## src/rtl/fld_lane_pkg.sv

```systemverilog
package fld_lane_pkg;

  // Field bit sent by a lane, for a channel width of 2**wlog lanes.
  // first=1 selects the beat that follows the strobe edge.
  function automatic int tx_src_bit(int lane, int grp, int wlog, bit first);
    int n, j, start, k;
    n     = 1 << wlog;
    j     = lane % grp;
    start = j - (j % n);
    k     = j % n;
    return 2 * (lane - j + start) + k + (first ? n : 0);
  endfunction

  // Lane that delivers a given field bit on receive.
  function automatic int rx_src_lane(int fbit, int grp, int wlog);
    int n, g, r, c, q;
    n = 1 << wlog;
    g = fbit / (2 * grp);
    r = fbit % (2 * grp);
    c = r / (2 * n);
    q = r % (2 * n);
    return g * grp + c * n + ((q >= n) ? q - n : q);
  endfunction

  // Whether that field bit travels in the first beat.
  function automatic bit rx_src_first(int fbit, int grp, int wlog);
    int n;
    n = 1 << wlog;
    return ((fbit % (2 * grp)) % (2 * n)) >= n;
  endfunction

endpackage

```

## src/rtl/lane_ser.sv

```systemverilog
module lane_ser #(
  parameter int NLANES = 32,
  parameter int GRP    = 4,
  parameter int NGRP   = NLANES / GRP,
  parameter int WC_W   = $clog2($clog2(GRP) + 1)
) (
  input  logic                   clk,
  input  logic                   rst,
  input  logic                   load,
  input  logic                   shift,
  input  logic [2*NLANES-1:0]    field,
  input  logic [NGRP-1:0]        grp_en,
  input  logic [NGRP*WC_W-1:0]   grp_wd,
  output logic [NLANES-1:0]      lanes
);
  import fld_lane_pkg::*;

  localparam int GLOG = $clog2(GRP);

  logic [NLANES-1:0] first_v, second_v, hold_q;

  for (genvar l = 0; l < NLANES; l++) begin : g_lane
    localparam int G = l / GRP;
    logic [WC_W-1:0] code, wl;
    logic [GLOG:0]   c_first, c_second;

    assign code = grp_wd[G*WC_W +: WC_W];
    assign wl   = (code > WC_W'(GLOG)) ? WC_W'(GLOG) : code;

    for (genvar w = 0; w <= GLOG; w++) begin : g_w
      localparam int SF = tx_src_bit(l, GRP, w, 1'b1);
      localparam int SS = tx_src_bit(l, GRP, w, 1'b0);
      assign c_first[w]  = field[SF];
      assign c_second[w] = field[SS];
    end

    assign first_v[l]  = grp_en[G] & c_first[wl];
    assign second_v[l] = grp_en[G] & c_second[wl];
  end

  always_ff @(posedge clk) begin
    if (rst) begin
      lanes  <= '0;
      hold_q <= '0;
    end else if (load) begin
      lanes  <= first_v;
      hold_q <= second_v;
    end else if (shift) begin
      lanes  <= hold_q;
    end else begin
      lanes  <= '0;
    end
  end

endmodule

```

## src/rtl/lane_deser.sv

```systemverilog
module lane_deser #(
  parameter int NLANES = 32,
  parameter int GRP    = 4,
  parameter int NGRP   = NLANES / GRP,
  parameter int WC_W   = $clog2($clog2(GRP) + 1)
) (
  input  logic                   clk,
  input  logic                   rst,
  input  logic                   capture,
  input  logic                   finish,
  input  logic [NLANES-1:0]      lanes_in,
  input  logic [NGRP-1:0]        grp_en,
  input  logic [NGRP*WC_W-1:0]   grp_wd,
  output logic [2*NLANES-1:0]    field_out,
  output logic                   valid
);
  import fld_lane_pkg::*;

  localparam int GLOG = $clog2(GRP);
  localparam int FW   = 2 * NLANES;

  logic [NLANES-1:0] beat0_q;
  logic [FW-1:0]     asm_v;

  for (genvar b = 0; b < FW; b++) begin : g_bit
    localparam int G = b / (2 * GRP);
    logic [WC_W-1:0] code, wl;
    logic [GLOG:0]   cand;

    assign code = grp_wd[G*WC_W +: WC_W];
    assign wl   = (code > WC_W'(GLOG)) ? WC_W'(GLOG) : code;

    for (genvar w = 0; w <= GLOG; w++) begin : g_w
      localparam int SL = rx_src_lane(b, GRP, w);
      localparam bit SF = rx_src_first(b, GRP, w);
      if (SF) begin : g_first
        assign cand[w] = beat0_q[SL];
      end else begin : g_second
        assign cand[w] = lanes_in[SL];
      end
    end

    assign asm_v[b] = grp_en[G] & cand[wl];
  end

  always_ff @(posedge clk) begin
    if (rst) begin
      beat0_q   <= '0;
      field_out <= '0;
      valid     <= 1'b0;
    end else begin
      valid <= finish;
      if (capture) beat0_q   <= lanes_in;
      if (finish)  field_out <= asm_v;
    end
  end

endmodule

```

## src/rtl/frame_lane_dist.sv

```systemverilog
module frame_lane_dist #(
  parameter int NLANES   = 32,
  parameter int GRP      = 4,
  parameter int TTC_W    = 16,
  parameter int SC_LANES = 2,
  parameter int NGRP     = NLANES / GRP,
  parameter int WC_W     = $clog2($clog2(GRP) + 1)
) (
  input  logic                    clk,
  input  logic                    rst,
  input  logic                    frame_stb,
  input  logic [2*NLANES-1:0]     tx_data,
  input  logic [2*SC_LANES-1:0]   tx_sc,
  input  logic [TTC_W-1:0]        tx_ttc,
  input  logic [NGRP-1:0]         cfg_en,
  input  logic [NGRP*WC_W-1:0]    cfg_wd,
  output logic [NLANES-1:0]       lane_tx,
  input  logic [NLANES-1:0]       lane_rx,
  output logic [SC_LANES-1:0]     sc_tx,
  input  logic [SC_LANES-1:0]     sc_rx,
  output logic [2*NLANES-1:0]     rx_data,
  output logic [2*SC_LANES-1:0]   rx_sc,
  output logic                    rx_valid,
  output logic [TTC_W-1:0]        ttc_out,
  output logic                    frame_clk
);

  localparam int SC_WC = $clog2($clog2(SC_LANES) + 1);
  localparam int SC_LOG = $clog2(SC_LANES);

  logic                  ph1_q;
  logic [NGRP-1:0]       en_q;
  logic [NGRP*WC_W-1:0]  wd_q;
  logic                  sc_valid_unused;

  always_ff @(posedge clk) begin
    if (rst) begin
      ph1_q   <= 1'b0;
      en_q    <= '0;
      wd_q    <= '0;
      ttc_out <= '0;
    end else begin
      ph1_q <= frame_stb;
      if (frame_stb) begin
        en_q    <= cfg_en;
        wd_q    <= cfg_wd;
        ttc_out <= tx_ttc;
      end
    end
  end

  assign frame_clk = ph1_q;

  lane_ser #(.NLANES(NLANES), .GRP(GRP)) data_ser_i (
    .clk(clk), .rst(rst), .load(frame_stb), .shift(ph1_q),
    .field(tx_data), .grp_en(cfg_en), .grp_wd(cfg_wd), .lanes(lane_tx)
  );

  lane_deser #(.NLANES(NLANES), .GRP(GRP)) data_des_i (
    .clk(clk), .rst(rst), .capture(frame_stb), .finish(ph1_q),
    .lanes_in(lane_rx), .grp_en(en_q), .grp_wd(wd_q),
    .field_out(rx_data), .valid(rx_valid)
  );

  lane_ser #(.NLANES(SC_LANES), .GRP(SC_LANES)) sc_ser_i (
    .clk(clk), .rst(rst), .load(frame_stb), .shift(ph1_q),
    .field(tx_sc), .grp_en(1'b1), .grp_wd(SC_WC'(SC_LOG)), .lanes(sc_tx)
  );

  lane_deser #(.NLANES(SC_LANES), .GRP(SC_LANES)) sc_des_i (
    .clk(clk), .rst(rst), .capture(frame_stb), .finish(ph1_q),
    .lanes_in(sc_rx), .grp_en(1'b1), .grp_wd(SC_WC'(SC_LOG)),
    .field_out(rx_sc), .valid(sc_valid_unused)
  );

endmodule

```

## config.mk

```make
export PLATFORM = sky130hd
export DESIGN_NAME = frame_lane_dist
export DESIGN_NICKNAME = d
export VERILOG_FILES = /design/src/rtl/fld_lane_pkg.sv /design/src/rtl/lane_ser.sv /design/src/rtl/lane_deser.sv /design/src/rtl/frame_lane_dist.sv
export SDC_FILE = /design/constraint.sdc
export NUM_CORES = 1
export LEC_CHECK = 0
export BUFFER_PORTS_ARGS = -buffer_cell sky130_fd_sc_hd__buf_2
export CAP_MARGIN = 10
export CORE_ASPECT_RATIO = 0.6
export CORE_MARGIN = 3
export CORE_UTILIZATION = 38
export DETAILED_ROUTE_END_ITERATION = 8
export PLACE_DENSITY_LB_ADDON = 0.2
export SLEW_MARGIN = 10
export SYNTH_ARGS = -nofsm -noshare
export SYNTH_HDL_FRONTEND = slang
export SYNTH_SLANG_ARGS = --single-unit
```

## constraint.sdc

```tcl
create_clock -name clk -period 1.6 [get_ports clk]
set_clock_uncertainty 0.05 [all_clocks]
set_input_delay 0.4 -clock clk [delete_from_list [all_inputs] [get_ports clk]]
set_output_delay 0.4 -clock clk [all_outputs]
set_load 0.01 [all_outputs]
```

==> impl_metrics.yaml <==
outcome:
  run_status: "finished clean"
layout:
  fin_util_pct: 49.5
  syn2layout_area_growth_pct: 26.4
  drive_gt1_share_pct: 29.7
  nFillCells: 2151
  multi_input_area_mm2: 0.00414
  seqCellArea_mm2: 0.00425
  nets: 1300
  final_common_cell: "buf_2"
  final_cell_mix: "buf_2, dfxtp_1, mux2i_1"
setup_path:
  cpMaxStageDelayCell: "dfxtp_2"
  critPathBufInv: 1
  required_ns: 1.15
  critPathCaptureType: "output port"
  crit_chain: "buf_2"
  critPathTopFamily: "flip-flops"
  worstPathArrival_ns: 1.05
  critPathMaxStageDelay_ns: 0.40
  cp-start-kind: "flip-flop"
  worstSetupPathType: "flip-flop to output port"
  path_max_fanout: 4
yosys:
  yosys_warnings: 0
  synth_edf_count: 0
  syn_area_mm2: 0.00875
  synth_cells: 922
  synth.avg_cell_area_um2: 9.49
  synth-seq-area-share_pct: 48.5
  synth_cell_types: 28
  synth_seq_cells: 212
  ys.flop_type: "dfxtp_1"
  async_flop_share_pct: 0
  syn_nets: 1067
clock_network:
  clkSinkCount: 212
  htreeDepth: 1
  post_cts_resized: 0
  postCtsSetupBuffers: 0
  ctsHoldBuffers: 0
  cts_root_buf: "clkbuf_16"
  cts_made_buffers: 21
  clk_pin_slew_worst_paths_ns: 0.07
  cts_tree: "yes"
  clk_latency_ns: 0.50
  cts_max_path_buffers: 3
route:
  ant_nets: 0
  drtIter0Drc: 382
  drcViolationCount: 0
  wl_per_cell_um: 16.8
  finalWirelength_um: 24800
  avgViaCountPerCell: 5.04
  drtPass1Iterations: 4
  num_vias: 7456
grt:
  antenna_found_initial: 1
  grt_first_pass_wirelength_um: 38500
  grt_pass1_vias: 6978
  overflow: 0
  grt_use_total_pct: 19.0
  grt_max_degree: 97
timing:
  finalHoldViolCount: 0
  finalCritPeriodShare_pct: 93.9
  worst_pin_slew_ns: 0.459
  max_freq_ghz: 0.665
  period_needed_ns: 1.50
  setup_violations: 0
  setup_tns_ns: 0
  slew_headroom_pct: 69.4
  rsz0062_at_grt: "no"
  maxSlewViolCount: 0
power:
  vdd_drop_max_uv: 786
  powerDensity_mw_per_mm2: 1070
  p_leak_nw: 4.91
floorplan:
  num_io_pins: 265
  core_area_mm2: 0.0223
  start_util_pct: 39.2
  dieArea_mm2: 0.0249
  die_h_um: 124
  die_w_um: 202
  rows: 42
worst_hold_path:
  hold_path.class: "input port to flip-flop"
place:
  place_hpwl_um: 18000
  portBuffers: 264
  gp_congestion: 0.796
flow_run:
  max_cap_viol_count: 0
==> per-stage QoR <==
| stage | power (W) | area (um2) | hold slack, ns | setup WS (ns) | std cells |
|---|---|---|---|---|---|
| after CTS | 0.0120 | 11100 | 0.0645 | 0.0734 | 1478 |
| final | 0.0119 | 11100 | 0.0823 | 0.0972 | 1479 |
| after global placement | 0.00702 | 10400 | 0.391 | 0.0599 | 1440 |
| after floorplan | 0.00648 | 8750 | 0.393 | 0.248 | 922 |
| after detailed placement | 0.00703 | 10400 | 0.396 | 0.0245 | 1440 |
| after global routing | 0.0124 | 11100 | 0.0729 | 0.0541 | 1478 |
==> synth_stat cells (2+ instances only) <==
cell        n  area [um2]
a21oi_1    56         280
a22oi_1     2        15.0
a31oi_1     8        50.1
a32o_1     23         230
buf_1       3        11.3
buf_2      23         115
buf_4       8        60.1
buf_6       3        33.8
clkbuf_1   38         143
dfxtp_1   212        4240
mux2_2     25         282
mux2i_1   144        1440
nand2_1    64         240
nand2b_1   72         450
nand3_1    55         275
nand4_1     8        50.1
nor2_1     93         349
o21ai_0    46         230
o22ai_1    23         144
or3_1       8        50.1
==> cell type report <==
| type | instances | area share, % |
|---|---|---|
| Antenna cell | 1 | 0.0226 |
| Clock buffer | 34 | 5.83 |
| Clock inverter | 4 | 0.441 |
| Inverter | 2 | 0.0905 |
| Multi-Input combinational cell | 633 | 37.4 |
| Sequential cell | 212 | 38.4 |
| Tap cell | 308 | 3.48 |
| Timing Repair Buffer | 285 | 14.4 |
==> report_power, final <==
| group | internal [W] | total (W) | switching, W |
|---|---|---|---|
| registers | 0.00548 | 0.00564 | 0.000159 |
| logic | 0.000599 | 0.00127 | 0.000673 |
| clock network | 0.00292 | 0.00496 | 0.00205 |
| total | 0.00899 | 0.0119 | 0.00288 |
==> metal layers <==
metal	routed length [um]	part of all wire, %	track usage, %
met5	7	0.028	0
met3	1850	7.4	4.79
met1	11900	48	27.1
met4	362	1.5	2.96
met2	10700	43	29.6
==> registers in the layout, indices dropped and copies added (netlist names) <==
signal and flops:
sc_ser_i.lanes 2, wd_q 16, sc_des_i.field_out 4, sc_des_i.beat0_q 2, sc_ser_i.hold_q 2, data_des_i.field_out 64, data_ser_i.hold_q 32, en_q 8
data_des_i.beat0_q 32, data_des_i.valid 1, data_ser_i.lanes 32, ttc_out 16, frame_clk 1
==> kinds of logic (layout without fill, tap and decap cells) <==
logic type	count (synthesis)	after routing	synth area share (%)
compound gates	161	161	11.2
buf+inv	77	325	4.26
flops	212	212	48.5
mux	169	169	19.7
other cells	0	1	0
simple gates	303	303	16.4
==> worst paths after layout <==
| check | startpoint | end | slack [ns] | cells after the start |
|---|---|---|---|---|
| setup reg to reg | frame_clk | data_des_i.field_out[49] | 0.26 | 4 |
| setup / recovery | frame_clk | frame_clk | 0.1 | 1 |
| hold / removal | tx_ttc[0] | ttc_out[0] | 0.08 | 3 |
| hold reg to reg | data_des_i.field_out[14] | data_des_i.field_out[14] | 0.40 | 2 |
(Power assumes the default switching activity.)
